File: config.mk
export PLATFORM = sky130hd
export DESIGN_NAME = hpd_irq_unit
export DESIGN_NICKNAME = d
export VERILOG_FILES = /design/src/rtl/hpd_irq_pkg.sv /design/src/rtl/hpd_sync.sv /design/src/rtl/hpd_glitch_filter.sv /design/src/rtl/hpd_irq_regs.sv /design/src/rtl/hpd_irq_unit.sv
export SDC_FILE = /design/constraint.sdc
export NUM_CORES = 1
export LEC_CHECK = 0
export BUFFER_PORTS_ARGS = -buffer_cell sky130_fd_sc_hd__buf_2
export CELL_PAD_IN_SITES_DETAIL_PLACEMENT = 1
export CELL_PAD_IN_SITES_GLOBAL_PLACEMENT = 1
export CORE_MARGIN = 1.5
export CORE_UTILIZATION = 35
export CTS_CLUSTER_SIZE = 8
export DETAILED_ROUTE_END_ITERATION = 10
export PLACE_DENSITY = 0.7
export SLEW_MARGIN = 20
export SYNTH_ARGS = -nofsm -noshare
export SYNTH_HDL_FRONTEND = slang
export SYNTH_SLANG_ARGS = --single-unit
File: constraint.sdc
create_clock -name clk -period 3.8 [get_ports clk]
set_clock_uncertainty 0.05 [all_clocks]
set_input_delay 0.76 -clock clk [delete_from_list [all_inputs] [get_ports clk]]
set_output_delay 0.76 -clock clk [all_outputs]
set_load 0.005 [all_outputs]
File: src/rtl/hpd_irq_pkg.sv
package hpd_irq_pkg;
    localparam int DATA_W  = 16;
    localparam int ADDR_W  = 3;
    localparam int NSRC    = 3;
    localparam int PRE_W   = 4;
    localparam int THR_W   = 8;
    localparam int PRE_LSB = 12;

    localparam int SRC_CORE = 0;
    localparam int SRC_RISE = 1;
    localparam int SRC_FALL = 2;

    typedef enum logic [ADDR_W-1:0] {
        RA_LEVEL = 3'd0,
        RA_STAT  = 3'd1,
        RA_CLR   = 3'd2,
        RA_MASK  = 3'd3,
        RA_FILT  = 3'd4
    } reg_addr_e;

    typedef struct packed {
        logic [PRE_W-1:0] pre;
        logic [THR_W-1:0] thr;
    } filt_cfg_t;

    function automatic logic [DATA_W-1:0] cfg_to_word(filt_cfg_t c);
        logic [DATA_W-1:0] w;
        w = '0;
        w[PRE_LSB +: PRE_W] = c.pre;
        w[THR_W-1:0]        = c.thr;
        return w;
    endfunction

    function automatic filt_cfg_t word_to_cfg(logic [DATA_W-1:0] w);
        filt_cfg_t c;
        c.pre = w[PRE_LSB +: PRE_W];
        c.thr = w[THR_W-1:0];
        return c;
    endfunction
endpackage

File: src/rtl/hpd_sync.sv
module hpd_sync #(
    parameter int STAGES = 2
) (
    input  logic clk,
    input  logic rst,
    input  logic din,
    output logic dout
);
    logic [STAGES-1:0] chain;

    generate
        for (genvar i = 0; i < STAGES; i++) begin : g_stage
            if (i == 0) begin : g_first
                always_ff @(posedge clk) begin
                    if (rst) chain[0] <= 1'b0;
                    else     chain[0] <= din;
                end
            end else begin : g_next
                always_ff @(posedge clk) begin
                    if (rst) chain[i] <= 1'b0;
                    else     chain[i] <= chain[i-1];
                end
            end
        end
    endgenerate

    assign dout = chain[STAGES-1];
endmodule

File: src/rtl/hpd_glitch_filter.sv
module hpd_glitch_filter
    import hpd_irq_pkg::*;
(
    input  logic      clk,
    input  logic      rst,
    input  logic      din,
    input  filt_cfg_t cfg,
    output logic      level,
    output logic      rise_ev,
    output logic      fall_ev
);
    logic [PRE_W-1:0] pcnt;
    logic [THR_W-1:0] scnt;
    logic [THR_W-1:0] last;
    logic             tick;

    assign tick = (pcnt >= cfg.pre);
    assign last = (cfg.thr == '0) ? '0 : cfg.thr - 1'b1;

    always_ff @(posedge clk) begin
        if (rst) begin
            pcnt    <= '0;
            scnt    <= '0;
            level   <= 1'b0;
            rise_ev <= 1'b0;
            fall_ev <= 1'b0;
        end else begin
            rise_ev <= 1'b0;
            fall_ev <= 1'b0;
            pcnt    <= tick ? '0 : pcnt + 1'b1;
            if (din == level) begin
                scnt <= '0;
            end else if (tick) begin
                if (scnt >= last) begin
                    level   <= din;
                    scnt    <= '0;
                    rise_ev <= din;
                    fall_ev <= ~din;
                end else begin
                    scnt <= scnt + 1'b1;
                end
            end
        end
    end
endmodule

File: src/rtl/hpd_irq_regs.sv
module hpd_irq_regs
    import hpd_irq_pkg::*;
#(
    parameter logic [PRE_W-1:0] RST_PRE = 4'hA,
    parameter logic [THR_W-1:0] RST_THR = 8'hA0
) (
    input  logic              clk,
    input  logic              rst,
    input  logic              level,
    input  logic              rise_ev,
    input  logic              fall_ev,
    input  logic              core_irq,
    input  logic              reg_wr,
    input  logic [ADDR_W-1:0] reg_addr,
    input  logic [DATA_W-1:0] reg_wdata,
    output logic [DATA_W-1:0] reg_rdata,
    output logic [NSRC-1:0]   stat,
    output logic [NSRC-1:0]   msk,
    output filt_cfg_t         cfg,
    output logic              irq
);
    logic [NSRC-1:0] set_v;
    logic [NSRC-1:0] clr_v;

    always_comb begin
        set_v           = '0;
        set_v[SRC_CORE] = core_irq;
        set_v[SRC_RISE] = rise_ev;
        set_v[SRC_FALL] = fall_ev;
        clr_v = (reg_wr && reg_addr == RA_CLR) ? reg_wdata[NSRC-1:0] : '0;
    end

    always_ff @(posedge clk) begin
        if (rst) begin
            stat    <= '0;
            msk     <= '0;
            cfg.pre <= RST_PRE;
            cfg.thr <= RST_THR;
            irq     <= 1'b0;
        end else begin
            stat <= (stat & ~clr_v) | set_v;
            irq  <= |(stat & msk);
            if (reg_wr && reg_addr == RA_MASK) msk <= reg_wdata[NSRC-1:0];
            if (reg_wr && reg_addr == RA_FILT) cfg <= word_to_cfg(reg_wdata);
        end
    end

    always_comb begin
        reg_rdata = '0;
        case (reg_addr)
            RA_LEVEL: reg_rdata[0]        = level;
            RA_STAT:  reg_rdata[NSRC-1:0] = stat;
            RA_MASK:  reg_rdata[NSRC-1:0] = msk;
            RA_FILT:  reg_rdata           = cfg_to_word(cfg);
            default:  reg_rdata           = '0;
        endcase
    end
endmodule

File: src/rtl/hpd_irq_unit.sv
module hpd_irq_unit
    import hpd_irq_pkg::*;
#(
    parameter int               SYNC_STAGES = 2,
    parameter logic [PRE_W-1:0] RST_PRE     = 4'hA,
    parameter logic [THR_W-1:0] RST_THR     = 8'hA0
) (
    input  logic              clk,
    input  logic              rst,
    input  logic              hpd_raw,
    input  logic              core_irq,
    input  logic              reg_wr,
    input  logic [ADDR_W-1:0] reg_addr,
    input  logic [DATA_W-1:0] reg_wdata,
    output logic [DATA_W-1:0] reg_rdata,
    output logic              irq_out
);
    logic            sync_lvl;
    logic            filt_lvl;
    logic            rise_ev;
    logic            fall_ev;
    logic [NSRC-1:0] stat;
    logic [NSRC-1:0] msk;
    filt_cfg_t       cfg;

    hpd_sync #(.STAGES(SYNC_STAGES)) u_sync (
        .clk (clk),
        .rst (rst),
        .din (hpd_raw),
        .dout(sync_lvl)
    );

    hpd_glitch_filter u_filt (
        .clk    (clk),
        .rst    (rst),
        .din    (sync_lvl),
        .cfg    (cfg),
        .level  (filt_lvl),
        .rise_ev(rise_ev),
        .fall_ev(fall_ev)
    );

    hpd_irq_regs #(.RST_PRE(RST_PRE), .RST_THR(RST_THR)) u_regs (
        .clk      (clk),
        .rst      (rst),
        .level    (filt_lvl),
        .rise_ev  (rise_ev),
        .fall_ev  (fall_ev),
        .core_irq (core_irq),
        .reg_wr   (reg_wr),
        .reg_addr (reg_addr),
        .reg_wdata(reg_wdata),
        .reg_rdata(reg_rdata),
        .stat     (stat),
        .msk      (msk),
        .cfg      (cfg),
        .irq      (irq_out)
    );
endmodule

# After elaboration in Yosys (flattened, before gate mapping)
# Index checks and enable logic that the tools add are counted.
[word_totals] ff_bits=36 out_inout_bits=17 elab_cells=46
[classes] n_addsub=3 order_cmp=2 n_eq_ne=5 mux=6 bitwise_logic=8 n_reduce_logical=10
[op_table] operator="two-way mux 8 bit" count=2
[op_table] operator="two-way mux 13 bit" count=1
[op_table] operator="adder 8 x 1 -> 8 bit (second input constant)" count=1
[op_table] operator="greater-or-equal comparator 8 bit" count=1
[op_table] operator="zero test 8 bit" count=1
[op_table] operator="subtractor 8 x 1 -> 8 bit (second input constant)" count=1
[op_table] operator="AND 3 bit" count=2
[op_table] operator="== test 3 x 2 -> 1 bit (second input constant)" count=2
[op_table] operator="case mux 2 bit (3 select lines)" count=1
[op_table] operator="adder 4 x 1 -> 4 bit (second input constant)" count=1
[op_table] operator="greater-or-equal comparator 4 bit" count=1
[op_table] operator="NOT 1 bit" count=4
[op_table] operator="case mux 1 bit (4 select lines)" count=1
[op_table] operator="OR reduction 2 bit" count=2
[op_table] operator="OR reduction 4 bit" count=1
[op_table] operator="== test 3 x 1 -> 1 bit (second input constant)" count=1
[op_table] operator="== test 3 bit (second input constant)" count=1
[op_table] operator="logical AND 1 bit" count=3
[op_table] operator="zero test 3 bit" count=1
[op_table] operator="two-way mux 3 bit" count=1
[op_table] operator="NOT 3 bit" count=1
[op_table] operator="bitwise OR 3 bit" count=1
[op_table] operator="AND reduction 3 bit" count=1
[op_table] operator="OR reduction 3 bit" count=1
[op_table] operator="== test 1 bit" count=1

# Longest topological paths before layout
[depth] depth_word=6 depth_mapped=12

# Hierarchy
# A second synthesis with hierarchy kept.
[hier_totals] hier_cells=250 area_unflattened_um2=2167.1
[modules_own_cells] module="hpd_glitch_filter" instances=1 cells_per_inst=145 area_per_inst_um2=1201.2 seq_area_each_um2=300.3
[modules_own_cells] module="hpd_irq_regs" instances=1 cells_per_inst=101 area_per_inst_um2=913.4 seq_area_each_um2=380.4
[modules_own_cells] module="hpd_sync" instances=1 cells_per_inst=4 area_per_inst_um2=52.6 seq_area_each_um2=40.0

# Worst setup path after synthesis
# No wires, ideal clock.
[synth_path] path_kind="reg2reg" startpoint="register u_regs.cfg[0] (netlist name)" endpoint="register u_filt.fall_ev" setup_time_ps=80 arrival_ps=2603 slack_ps=1067 path_stages_with_launch=12 path_cell_list="dfxtp_1 -> inv_1 -> ha_1 -> nor3b_1 -> nand3b_1 -> and2_1 -> ha_1 -> and3_1 -> o21ai_0 -> a311o_1 -> a21oi_1 -> nor3b_1"
[synth_via] elab_chain_cells=5 word_cells_on_any_way=6 cone_classes="add/sub: 1; order compare: 1; mux: 1; bitwise: 1; reduce/logical: 2"
[synth_rtl] element="subtractor 8 x 1 -> 8 bit or zero test 8 bit (tied branches)" line_no="hpd_glitch_filter.sv:18" text="assign last = (cfg.thr == '0) ? '0 : cfg.thr - 1'b1;"
[synth_rtl] element="two-way mux 8 bit *" line_no="hpd_glitch_filter.sv:18"
[synth_rtl] element="greater-or-equal comparator 8 bit *" line_no="hpd_glitch_filter.sv:34" text="if (scnt >= last) begin"
[synth_rtl] element="NOT 1 bit (no source line) *"
[synth_rtl] element="OR reduction 4 bit (no source line) *"
[synth_rtl] element="end signal, assigned" line_no="hpd_glitch_filter.sv:38" text="fall_ev <= ~din;"
[synth_rtl] element="end, declared" line_no="hpd_glitch_filter.sv:10" text="output logic fall_ev"
# Every way passes the cells marked *; elsewhere a longest branch is shown, timed or not.
# A chain may end at the register's enable or synchronous reset.

# Final worst setup path
[layout_path] startpoint="register u_regs.cfg[0] (netlist name)" endpoint="register u_filt.fall_ev"
[layout_via] elab_chain_cells=5 word_cells_on_any_way=6 cone_classes="add/sub: 1; order compare: 1; mux: 1; bitwise: 1; reduce/logical: 2"
[layout_rtl] element="subtractor 8 x 1 -> 8 bit or zero test 8 bit (tied branches)" line_no="hpd_glitch_filter.sv:18"
[layout_rtl] element="two-way mux 8 bit *" line_no="hpd_glitch_filter.sv:18"
[layout_rtl] element="greater-or-equal comparator 8 bit *" line_no="hpd_glitch_filter.sv:34"
[layout_rtl] element="NOT 1 bit (no source line) *"
[layout_rtl] element="OR reduction 4 bit (no source line) *"
# Marks and branches as above.

==> flow_summary_export.csv <==
group,metric,value,unit
run_status,outcome,"completed",
synth,ys.flop_type,"dfxtp_1",
detailed_routing,wl_per_cell,14.2,um
sta,worstMarginPinSlew,0.789,ns
synth,synth_fa_ha_area_share,9.17,%
worst_hold_path,hp-class,"register to register",
cells_and_area,synthToLayoutAreaGrowth,14.1,%
clock_network,cts.path.max_buffers,2,
floorplanning,die_h,79.5,um
detailed_routing,ant_nets,0,
pwr,peakVddDrop,0.201,mV
synth,yosysUniqueCellTypes,44,
clock_network,post_cts_buffers,0,
cells_and_area,diodes,0,
detailed_routing,via_per_inst,5.23,
pwr,p_leak,0.983,nW
sta,fin_tns_setup,0,ns
worst_setup_path,critPathCaptureType,"register",
synth,synth-compound-area-share,13.5,%
floorplanning,core-area,5570,um2
worst_setup_path,critPathLaunchType,"register",
grt,grt_pass1_vias,1797,
placement,io_buffers,32,
synth,postSynthAreaPerCell,8.02,um2
placement,placed_cells,347,
floorplanning,die_area,6310,um2
clock_network,clock_sinks,36,
grt,grt_max_degree,30,
synth,postSynthCellCount,255,
clock_network,hold_buffers,0,
cells_and_area,nFillCells,724,
synth,synth_edf_count,0,
placement,place.gp.congestion,0.797,
synth,synth_xor_area_share,2.57,%
pwr,p_per_area,346,nW/um2
synth,ys_top_cells_by_area,"dfxtp_1 35%, ha_1 9.2%, nand2_1 7.3%, a21oi_1 4.9%, and2_1 3.4%",
synth,async_reset_ff_share,0,%
synth,synth_top_area_share,35.2,%
synth,synth_largest_area_cell,"dfxtp_1",
synth,yosysWarnings,0,
cells_and_area,final_common_cell,"nand2_1",
cells_and_area,nNetsFinal,321,
sta,max_clock_freq,324,MHz
sta,hold_viol_final,0,
clock_network,post_cts_resized,0,
detailed_routing,drc,0,
synth,synth_top_family_by_area,"simple AND/OR/NAND/NOR gates",
floorplanning,fp-row-count,27,
sta,setup_violations,0,
clock_network,htreeDepth,2,
grt,antenna_found_initial,0,
clock_network,clk_pin_slew,0.07,ns
clock_network,cts_buffers,5,
grt,track_usage,17.3,%
floorplanning,start_util,36.7,%
synth,synth_simple_gate_area_share,30.8,%
worst_setup_path,critPathKind,"register to register",
worst_setup_path,path_max_fanout,13,
detailed_routing,first_pass_iters,4,
floorplanning,num_io_pins,41,
synth,ys_seq_area_share,35.2,%
sta,fin_crit,3.08,ns
synth,ys_seq_elements,36,
sta,slew_violations,0,
detailed_routing,wirelength,5.04,mm
flow_run,cap_violations,0,
detailed_routing,initialDrtViolationCount,41,
synth,synth_mux_area_share,2.45,%
placement,dp_hpwl,3.65,mm
grt,grt_remaining_overflow,0,
pwr,power,0.807,mW
floorplanning,die_w,79.5,um
worst_setup_path,cp.required,3.96,ns
grt,grt_first_pass_wirelength,8.55,mm
synth,syn-cell-area,2050,um2
detailed_routing,vias,1855,
cells_and_area,mostFrequentLayoutCells,"40 x nand2_1, 36 x dfxtp_1, 32 x buf_2",
sta,rsz0062_at_grt,"false",
cells_and_area,fin_cells,355,
sta,slew_headroom,47.2,%
worst_setup_path,cp.arrival,3.24,ns
cells_and_area,final_layout_size_suffix_gt1_share,15.9,%
clock_network,cts_tree,"done",
sta,timing.final.crit_share,81.2,%
clock_network,clkLatencyLatePin,0.29,ns
clock_network,cts_root_buf,"clkbuf_8",
-- per-layer routing --
layer	global-route usage (%)	wire length, um	up-vias
li1	-	-	933
met1	23.1	2450	885
met2	27.4	2380	32
met3	3.66	149	5
met4	6.49	57	0
met5	0	0	-
-- Yosys cell counts, drive strengths merged, types with 2 or more instances --
cell / count
a211o: 2
a21oi: 20
a22oi: 2
a31oi: 2
and2: 11
and3: 4
buf: 9
clkbuf: 8
dfxtp: 36
ha: 15
inv: 8
mux2i: 5
nand2: 40
nand2b: 4
nand3: 12
nand3b: 3
nand4: 8
nor2: 15
nor2b: 7
nor3: 9
nor3b: 3
o211ai: 4
o21ai: 5
or2: 4
xnor2: 3
xor2: 3
-- critical path: stages (launching register included) --
cell and delay (ns):
dfxtp_1 0.36, inv_1 0.09, ha_1 0.17, nor3b_1 0.19
buf_4 0.16, nand3b_1 0.18, and2_1 0.23, ha_1 0.27
and3_1 0.13, o21ai_0 0.07, a311o_1 0.54, a21oi_1 0.36
nor3b_1 0.21
-- sequential cells by signal (all words and copies together), names as in the netlist --
signal          count
u_filt.fall_ev      1
u_filt.level        1
u_filt.pcnt         4
u_filt.rise_ev      1
u_filt.scnt         8
u_regs.cfg         12
u_regs.irq          1
u_regs.msk          3
u_regs.stat         3
u_sync.chain        1
u_sync.dout         1
-- cells by family after synthesis --
kind of cell / after synthesis
simple gates: 124
compound gates: 43
flops: 36
buf+inv: 25
fa+ha+maj: 15
xor+xnor: 6
mux: 5
other cells: 1
-- where the power goes --
group	leakage [nW]	total, mW	switching, mW	internal, mW
combinational	0.636	0.0734	0.0412	0.0322
clock	0.0552	0.339	0.144	0.195
sequential	0.292	0.395	0.00890	0.386
total	0.983	0.807	0.194	0.613
-- stage by stage --
stage | worst slack, ns | utilization [%] | area [um2] | hold WS, ns
floorplan | 1.07 | - | 2060 | 0.363
global placement | 0.791 | 39.9 | 2230 | 0.381
detailed placement | 0.767 | 39.9 | 2230 | 0.387
CTS | 0.715 | 41.9 | 2330 | 0.405
global route | 0.454 | 41.9 | 2330 | 0.423
finish | 0.716 | 41.9 | 2330 | 0.397
-- area by class of cell --
cell class	instances	area [um2]	share of cell area (%)
multi-input cells	197	1210	51.8
flip-flops and latches	36	721	30.9
repair buffers	34	175	7.51
well taps	72	90.1	3.86
clock buffers	6	72.6	3.11
clock inverters	2	35.0	1.50
inverters	8	30.0	1.29
-- final timing paths --
kind	start	slack [ns]	end	depth (start not counted)
worst max-delay path	u_regs.cfg[0]$_SDFFE_PP0P_	0.72	u_filt.fall_ev$_SDFF_PP0_	12
worst min-delay path	u_sync.chain[0]$_SDFF_PP0_	0.40	u_sync.dout$_SDFF_PP0_	1
worst max register to register	u_regs.cfg[0]$_SDFFE_PP0P_	0.72	u_filt.fall_ev$_SDFF_PP0_	12
worst min register to register	u_sync.chain[0]$_SDFF_PP0_	0.40	u_sync.dout$_SDFF_PP0_	1
(Power assumes the default switching activity.)
